## config.mk

```make
export PLATFORM = sky130hd
export DESIGN_NAME = flagreg_unit
export DESIGN_NICKNAME = d
export VERILOG_FILES = /design/src/rtl/flagreg_pkg.sv /design/src/rtl/flagreg_arith.sv /design/src/rtl/flagreg_store.sv /design/src/rtl/flagreg_step.sv /design/src/rtl/flagreg_unit.sv
export SDC_FILE = /design/constraint.sdc
export NUM_CORES = 1
export LEC_CHECK = 0
export CAP_MARGIN = 25
export CORE_MARGIN = 4
export CORE_UTILIZATION = 31
export CTS_BUF_LIST = sky130_fd_sc_hd__clkbuf_8
export DETAILED_ROUTE_END_ITERATION = 8
export MAX_ROUTING_LAYER = met4
export PLACE_DENSITY = 0.79
export SLEW_MARGIN = 10
export SYNTH_ARGS = -nofsm -noshare
export SYNTH_HDL_FRONTEND = slang
export SYNTH_HIERARCHICAL = 1
export SYNTH_SLANG_ARGS = --single-unit
```

## constraint.sdc

```tcl
create_clock -name clk -period 2.3 [get_ports clk]
set_input_delay 0.575 -clock clk [delete_from_list [all_inputs] [get_ports clk]]
set_output_delay 0.575 -clock clk [all_outputs]
set_load 0.01 [all_outputs]
```

## src/rtl/flagreg_pkg.sv

```systemverilog
package flagreg_pkg;
  localparam int FW = 16;

  localparam int B_CF = 0;
  localparam int B_PF = 2;
  localparam int B_AF = 4;
  localparam int B_ZF = 6;
  localparam int B_SF = 7;
  localparam int B_TF = 8;
  localparam int B_IF = 9;
  localparam int B_DF = 10;
  localparam int B_OF = 11;
  localparam int B_PL0 = 12;
  localparam int B_PL1 = 13;
  localparam int B_NT = 14;
  localparam int B_ONE = 1;

  localparam logic [FW-1:0] STAT_MASK =
    (FW'(1) << B_CF) | (FW'(1) << B_PF) | (FW'(1) << B_AF) |
    (FW'(1) << B_ZF) | (FW'(1) << B_SF) | (FW'(1) << B_OF);
  localparam logic [FW-1:0] CTRL_MASK =
    (FW'(1) << B_TF) | (FW'(1) << B_IF) | (FW'(1) << B_DF) |
    (FW'(1) << B_PL0) | (FW'(1) << B_PL1) | (FW'(1) << B_NT);
  localparam logic [FW-1:0] WR_MASK  = STAT_MASK | CTRL_MASK;
  localparam logic [FW-1:0] ONE_MASK = FW'(1) << B_ONE;

  typedef struct packed {
    logic cf;
    logic pf;
    logic af;
    logic zf;
    logic sf;
    logic of;
  } stat_t;

  // Carry (add) or borrow (sub) leaving the top bit, from the top operand
  // bits and the carry entering that bit.
  function automatic logic top_carry(input logic am, input logic bm,
                                     input logic cin_top, input logic sub);
    if (sub) return (~am & bm) | (~(am ^ bm) & cin_top);
    return (am & bm) | ((am ^ bm) & cin_top);
  endfunction

  // Signed range violation from the operand and result sign bits.
  function automatic logic sign_ovf(input logic am, input logic bm,
                                    input logic rm, input logic sub);
    if (sub) return (am != bm) && (rm != am);
    return (am == bm) && (rm != am);
  endfunction

  function automatic logic even_ones8(input logic [7:0] v);
    return ~^v;
  endfunction

  function automatic logic [FW-1:0] place_stat(input stat_t s);
    logic [FW-1:0] w;
    w = '0;
    w[B_CF] = s.cf;
    w[B_PF] = s.pf;
    w[B_AF] = s.af;
    w[B_ZF] = s.zf;
    w[B_SF] = s.sf;
    w[B_OF] = s.of;
    return w;
  endfunction
endpackage

```

## src/rtl/flagreg_arith.sv

```systemverilog
module flagreg_arith
  import flagreg_pkg::*;
#(
  parameter int W = FW
) (
  input  logic         sub,
  input  logic         byte_op,
  input  logic [W-1:0] a,
  input  logic [W-1:0] b,
  input  logic [W-1:0] r,
  output stat_t        st
);
  localparam int MSB_W = W - 1;
  localparam int MSB_B = 7;
  localparam int NIB   = 4;

  logic [W-1:0] carry_in_vec;
  logic am, bm, rm, cin_top;
  logic zero_byte, zero_word;

  // For add or subtract, each result bit is a ^ b ^ (carry/borrow entering it).
  assign carry_in_vec = a ^ b ^ r;
  assign am      = byte_op ? a[MSB_B] : a[MSB_W];
  assign bm      = byte_op ? b[MSB_B] : b[MSB_W];
  assign rm      = byte_op ? r[MSB_B] : r[MSB_W];
  assign cin_top = byte_op ? carry_in_vec[MSB_B] : carry_in_vec[MSB_W];
  assign zero_byte = (r[MSB_B:0] == '0);
  assign zero_word = (r == '0);

  always_comb begin
    st.cf = top_carry(am, bm, cin_top, sub);
    st.pf = even_ones8(r[7:0]);
    st.af = carry_in_vec[NIB];
    st.zf = byte_op ? zero_byte : zero_word;
    st.sf = rm;
    st.of = sign_ovf(am, bm, rm, sub);
  end
endmodule

```

## src/rtl/flagreg_store.sv

```systemverilog
module flagreg_store
  import flagreg_pkg::*;
#(
  parameter int W = FW
) (
  input  logic         clk,
  input  logic         rst,
  input  logic         load_en,
  input  logic [W-1:0] load_data,
  input  logic         alu_en,
  input  stat_t        st,
  input  logic         trap_ack,
  output logic [W-1:0] q,
  output logic         tf_next
);
  localparam logic [W-1:0] WMASK = W'(WR_MASK);
  localparam logic [W-1:0] OMASK = W'(ONE_MASK);
  localparam logic [W-1:0] SMASK = W'(STAT_MASK);
  localparam logic [W-1:0] CMASK = W'(CTRL_MASK);

  logic [W-1:0] nxt;

  always_comb begin
    nxt = q;
    if (load_en)     nxt = load_data;
    else if (alu_en) nxt = (q & ~SMASK) | W'(place_stat(st));
    if (trap_ack)    nxt[B_TF] = 1'b0;
    nxt = (nxt & WMASK) | OMASK;
  end

  assign tf_next = nxt[B_TF];

  always_ff @(posedge clk) begin
    if (rst) q <= OMASK;
    else     q <= nxt;
  end

  AST_RESET_VAL: assert property (@(posedge clk) rst |=> q == OMASK);
  AST_LOAD_WINS: assert property (@(posedge clk) disable iff (rst)
    load_en && !trap_ack |=> (q & WMASK) == ($past(load_data) & WMASK));
  AST_CTRL_KEPT: assert property (@(posedge clk) disable iff (rst)
    !load_en && !trap_ack |=> (q & CMASK) == ($past(q) & CMASK));
  AST_IDLE_HOLD: assert property (@(posedge clk) disable iff (rst)
    !load_en && !alu_en && !trap_ack |=> $stable(q));
  AST_ACK_CLR_TF: assert property (@(posedge clk) disable iff (rst)
    trap_ack |=> !q[B_TF]);
endmodule

```

## src/rtl/flagreg_step.sv

```systemverilog
module flagreg_step (
  input  logic clk,
  input  logic rst,
  input  logic instr_done,
  input  logic trap_ack,
  input  logic tf_next,
  output logic armed,
  output logic step_req
);
  always_ff @(posedge clk) begin
    if (rst || trap_ack) begin
      armed    <= 1'b0;
      step_req <= 1'b0;
    end else if (instr_done) begin
      if (armed) step_req <= 1'b1;
      armed <= tf_next;
    end
  end

  AST_REQ_AFTER_DONE: assert property (@(posedge clk) disable iff (rst)
    $rose(step_req) |-> $past(instr_done) && $past(armed));
  AST_REQ_HELD: assert property (@(posedge clk) disable iff (rst)
    step_req && !trap_ack |=> step_req);
  AST_ACK_DROPS_REQ: assert property (@(posedge clk) disable iff (rst)
    trap_ack |=> !step_req && !armed);
endmodule

```

## src/rtl/flagreg_unit.sv

```systemverilog
module flagreg_unit
  import flagreg_pkg::*;
#(
  parameter int W = FW
) (
  input  logic         clk,
  input  logic         rst,
  input  logic         alu_en,
  input  logic         alu_sub,
  input  logic         alu_byte,
  input  logic [W-1:0] alu_a,
  input  logic [W-1:0] alu_b,
  input  logic [W-1:0] alu_res,
  input  logic         load_en,
  input  logic [W-1:0] load_data,
  input  logic         instr_done,
  input  logic         trap_ack,
  input  logic         int_req,
  output logic [W-1:0] flags,
  output logic         step_req,
  output logic         int_accept,
  output logic [1:0]   str_delta
);
  stat_t arith_st;
  logic  tf_next;
  logic  step_armed;

  flagreg_arith #(.W(W)) u_arith (
    .sub     (alu_sub),
    .byte_op (alu_byte),
    .a       (alu_a),
    .b       (alu_b),
    .r       (alu_res),
    .st      (arith_st)
  );

  flagreg_store #(.W(W)) u_store (
    .clk       (clk),
    .rst       (rst),
    .load_en   (load_en),
    .load_data (load_data),
    .alu_en    (alu_en),
    .st        (arith_st),
    .trap_ack  (trap_ack),
    .q         (flags),
    .tf_next   (tf_next)
  );

  flagreg_step u_step (
    .clk        (clk),
    .rst        (rst),
    .instr_done (instr_done),
    .trap_ack   (trap_ack),
    .tf_next    (tf_next),
    .armed      (step_armed),
    .step_req   (step_req)
  );

  assign int_accept = int_req & flags[B_IF];
  assign str_delta  = flags[B_DF] ? 2'b11 : 2'b01;

  AST_ZERO_RESULT: assert property (@(posedge clk) disable iff (rst)
    alu_en && !load_en && (alu_byte ? (alu_res[7:0] == 8'h00) : (alu_res == '0))
    |=> flags[B_ZF] && flags[B_PF]);
  AST_STEP_CLEAR_TF: assert property (@(posedge clk) disable iff (rst)
    $rose(step_armed) |-> flags[B_TF]);
endmodule

```

# After elaboration in Yosys (flattened, before gate mapping)
# Cells that the tools add are included.
# word_totals
ff_bits,15
in_bits,73
output_inout_bits,20
elab_cells,43
# classes
n_eq_ne,3
muxes,14
n_bitwise,13
n_reduce_logical,8
# ops
cell,count
XOR 16 bit,2
2-to-1 mux 15 bit,2
zero test 16 bit,1
bitwise OR 15 x 12 -> 15 bit,1
2-to-1 mux 1 bit,11
zero test 8 bit,1
XNOR reduction 8 bit,1
AND 1 bit,5
logical AND 1 bit,2
2-to-1 mux 2 bit,1
!= test 1 bit,2
inverter 1 bit,2
bitwise OR 1 bit,2
AND reduction 2 bit,1
nonzero test 2 bit,1
== test 1 bit,1
logical OR 1 bit,1
XOR 1 bit,1

# Depth between registers and ports, before layout
# Gate-level depths: netlist (run 1).
# logic_depth
depth_word,11
mapped_depth,8
mapped_depth_nobuf,7

# By module
# Netlist (run 1), hierarchy kept.
# modules_own_cells
mod,n_inst,cells_each,area_per_inst_um2,seq_area_each_um2
flagreg_store,1,53,559.3,240.2
flagreg_arith,1,42,347.8,0.0
flagreg_step,1,6,70.1,40.0
flagreg_unit,1,4,25.0,0.0

# Worst setup path before layout (run 1)
# No wires, ideal clock.
# synth_path
path_kind,in2reg
startpoint,input port alu_byte
endpoint,register u_store.q[0]
setup_time_ps,124
arrival_ps,2019
required_time_ps,2176
setup_slack_ps,157
stages,8
n_path_buf,1
path_cell_list,buf_2 mux2_2 ha_1 inv_1 a311oi_1 a22oi_1 mux2i_1 a211oi_1
# synth_lines
item,line_no,rtl
from (decl),flagreg_unit.sv:10,"input logic alu_byte,"
to (signal assigned),flagreg_store.sv:35,else q <= nxt;
to (decl),flagreg_store.sv:13,"output logic [W-1:0] q,"

# Final worst setup path (run 1)
# layout_path
startpoint,input port int_req
endpoint,output port int_accept
# layout_via
elab_chain_len,1
# layout_lines
item,line_no,rtl
from (decl),flagreg_unit.sv:18,"input logic int_req,"
AND 1 bit,flagreg_unit.sv:59,assign int_accept = int_req & flags[B_IF];
to (decl),flagreg_unit.sv:21,"output logic int_accept,"
# Every way passes these cells.

==> flow_summary.json, run 1 <==
{
  "netlist.area_leader.share_pct": 27.97,
  "synth_cells": 105,
  "area_growth_pct": 71.04,
  "worst_r2r_startpoint": "u_store/q[8]",
  "core_area_um2": 3078,
  "final_cell_mix": "clkdlybuf4s50_1, dfxtp_1, mux2i_1",
  "powerDensity_nw_per_um2": 450.2,
  "first_global_vias": 1002,
  "final_util_pct": 55.69,
  "num_antenna_cells": 0,
  "period_minus_slack_ns": 2.254,
  "finalNetCount": 247,
  "timing.final.crit_share_pct": 97.99,
  "fin_area_um2": 1714,
  "gp_congestion": 0.6545,
  "min_from": "u_store/q[14]",
  "grt_start_max_net_pins": 15,
  "synth.area.mux_share_pct": 16.60,
  "synth_area_leaders": "dfxtp_1, mux2i_1, ha_1",
  "r2r_setup_slack_ns": 1.35,
  "io_buffers": 57,
  "synth.cell_area_um2": 1002,
  "dr.pass1.iters": 2,
  "clk_latency_ns": 0.24,
  "synth_top_cell_by_area": "dfxtp_1",
  "wl_per_cell_um": 11.91,
  "placementRows": 20,
  "grt_usage_pct": 12.55,
  "setup_viol": 0,
  "path_buf_inv": 2,
  "rsz0062_at_grt": "no",
  "path_clk_slew_ns": 0.06,
  "fill_cells": 287,
  "placedCellCount": 207,
  "antenna_found_initial": 0,
  "dp_hpwl_um": 2147,
  "worst_pin_slew_ns": 0.5890,
  "cts_max_path_buffers": 2,
  "avgSynthCellArea_um2": 9.545,
  "root_buffer": "clkbuf_8",
  "place_ws_ns": -0.3454,
  "cts_tree": "yes",
  "yosys.area_share.xor_xnor_pct": 10.86,
  "yosys_warnings": 6,
  "critPathKind": "input pin to output port",
  "cts_hold_buffers": 0,
  "ys_seq_area_share_pct": 27.97,
  "initial_core_util_pct": 32.56,
  "status": "finished clean",
  "placed_area_um2": 1625,
  "layout_commonest_cell": "clkdlybuf4s50_1",
  "hold_viol_final": 0,
  "fmax_mhz": 443.7,
  "synth_top_family_by_area": "multiplexers",
  "die_h_um": 64.86,
  "cts_buffers": 3,
  "via_count": 913,
  "min_path_type": "flip-flop to flip-flop",
  "post_cts_buffers": 0,
  "cpMostUsedCell": "clkdlybuf4s50_1",
  "hold_depth": 2,
  "route.detailed.drc": 0,
  "slew_viol_final": 0,
  "layout_setup_ws_ns": 0.04620,
  "critPathMaxStageDelay_ns": 0.53,
  "final_cells": 211,
  "crit_arrival_ns": 1.68,
  "synth_fa_ha_area_share_pct": 7.491,
  "drv_cap": 0,
  "synth-seq-cells": 14,
  "ys_types": 27,
  "die_width_um": 64.86,
  "irDropWorstVdd_mv": 0.4242,
  "holdPathEnd": "u_store/q[14]",
  "post_route_cells_drive_above_1_share_pct": 14.97,
  "grt_pass1_wl_um": 4229,
  "vias_per_cell": 4.327,
  "cp-start-kind": "input pin",
  "worstReg2RegEnd": "u_step/armed",
  "p_leak_nw": 0.7371,
  "wirelength_um": 2513,
  "initialDrtViolationCount": 3,
  "path_cells": "clkdlybuf4s50_1 > and2_1 > clkdlybuf4s50_1",
  "clock-sinks": 14,
  "cts_max_level": 1,
  "cp-end-kind": "output port",
  "r2r_cells": 4,
  "cp_data_required_time_ns": 1.73,
  "path_max_fanout": 1,
  "grt-ovfl-total": 0,
  "yosys.area_share.simple_pct": 13.48,
  "die_area_um2": 4207,
  "crit_slowest_cell": "clkdlybuf4s50_1",
  "power_uw": 771.7,
  "relSlewSlack_pct": 60.61,
  "ios": 93,
  "path_delay_family": "buffers and inverters",
  "fin_worst_skew_ns": 0.00007488,
  "ant_nets": 0,
  "synth-compound-area-share_pct": 9.488
}
## final cells by class
| class | instances | area [um^2] | area share [%] |
|---|---|---|---|
| clock buffer | 4 | 55.05 | 3.212 |
| inverter | 12 | 45.04 | 2.628 |
| multi-input combinational | 70 | 630.6 | 36.79 |
| sequential | 14 | 280.3 | 16.35 |
| tap | 44 | 55.05 | 3.212 |
| timing repair buffer | 67 | 648.1 | 37.81 |
## registers in the layout, summed over array words and instances (netlist names)
register	count
u_step/step_req	1
u_store/q	12
u_step/armed	1
## through the flow
stage | hold slack [ns] | setup TNS, ns
3_3_place_gp | 0.4745 | -0.4865
5_1_grt | 0.5472 | 0
6_report | 0.5119 | 0
3_5_place_dp | 0.4868 | -0.6320
2_1_floorplan | 0.4880 | 0
4_1_cts | 0.5070 | 0
## timing repair
action | 4_1_cts | 5_1_grt
setup endpoints to repair | 2 | 1
endpoints found under the hold margin | 0 | 0
resized for setup | 5 | 1
pin swaps | 3 | 0
## worst max-delay path by stage
stage | cells after the start | slack (ns) | start | to
after global routing | 3 | 0.02 | int_req | int_accept
after detailed placement | 8 | -0.35 | alu_byte | u_store/q[0]
after CTS | 3 | 0.04 | int_req | int_accept
after global placement | 8 | -0.24 | alu_byte | u_store/q[11]
after floorplan | 8 | 0.16 | alu_byte | u_store/q[0]
final | 3 | 0.05 | int_req | int_accept
## kinds of logic after synthesis
| group | after synthesis |
|---|---|
| AND/OR/NAND/NOR | 23 |
| XOR/XNOR | 9 |
| AO/OA/AOI/OAI | 11 |
| multiplexers | 16 |
| other | 3 |
| flip-flops | 14 |
| adder cells (fa/ha/maj) | 6 |
| buffers and inverters | 23 |
## synth_stat cells, drive strengths merged
library cell / count
ha: 6
conb: 3
xor2: 1
a21oi: 2
xnor2: 6
a211oi: 6
mux2: 2
nor4: 2
inv: 12
and2: 2
xor3: 2
nor2: 7
a22oi: 1
buf: 11
dfxtp: 14
nand4: 1
nand3b: 2
nor2b: 6
a311oi: 2
mux2i: 14
nor3: 3
## worst min-delay path, stage by stage (launching register included)
cell,delay (ns)
dfxtp_1,0.34
mux2i_1,0.07
nor2_1,0.07
## per-layer routing
metal / vias to the layer above / track usage, % / part of all wire [%]
met4: 0 / 1.583 / 0
met1: 396 / 13.63 / 39
met3: 0 / 2.946 / 12
met5: - / - / 0
li1: 466 / - / -
met2: 51 / 23.63 / 49
## report_power, final
part           internal [mW]  leakage [nW]  switching [mW]
clock                  0.151        0.0288          0.0819
combinational          0.173         0.593          0.0996
sequential             0.258         0.116         0.00837
total                  0.582         0.737           0.190
Note: power is estimated with default switching activity, not from simulation.
==> inputs of run 2 (changes only) <==
--- a/config.mk
+++ b/config.mk
@@ -9,9 +9,11 @@
 export CORE_MARGIN = 4
 export CORE_UTILIZATION = 31
 export CTS_BUF_LIST = sky130_fd_sc_hd__clkbuf_8
+export CTS_CLUSTER_DIAMETER = 100
 export DETAILED_ROUTE_END_ITERATION = 8
 export MAX_ROUTING_LAYER = met4
 export PLACE_DENSITY = 0.79
+export SKIP_LAST_GASP = 1
 export SLEW_MARGIN = 10
 export SYNTH_ARGS = -nofsm -noshare
 export SYNTH_HDL_FRONTEND = slang
==> results of run 2 <==
Final layout, timing and power as in run 1 (identical DEF).
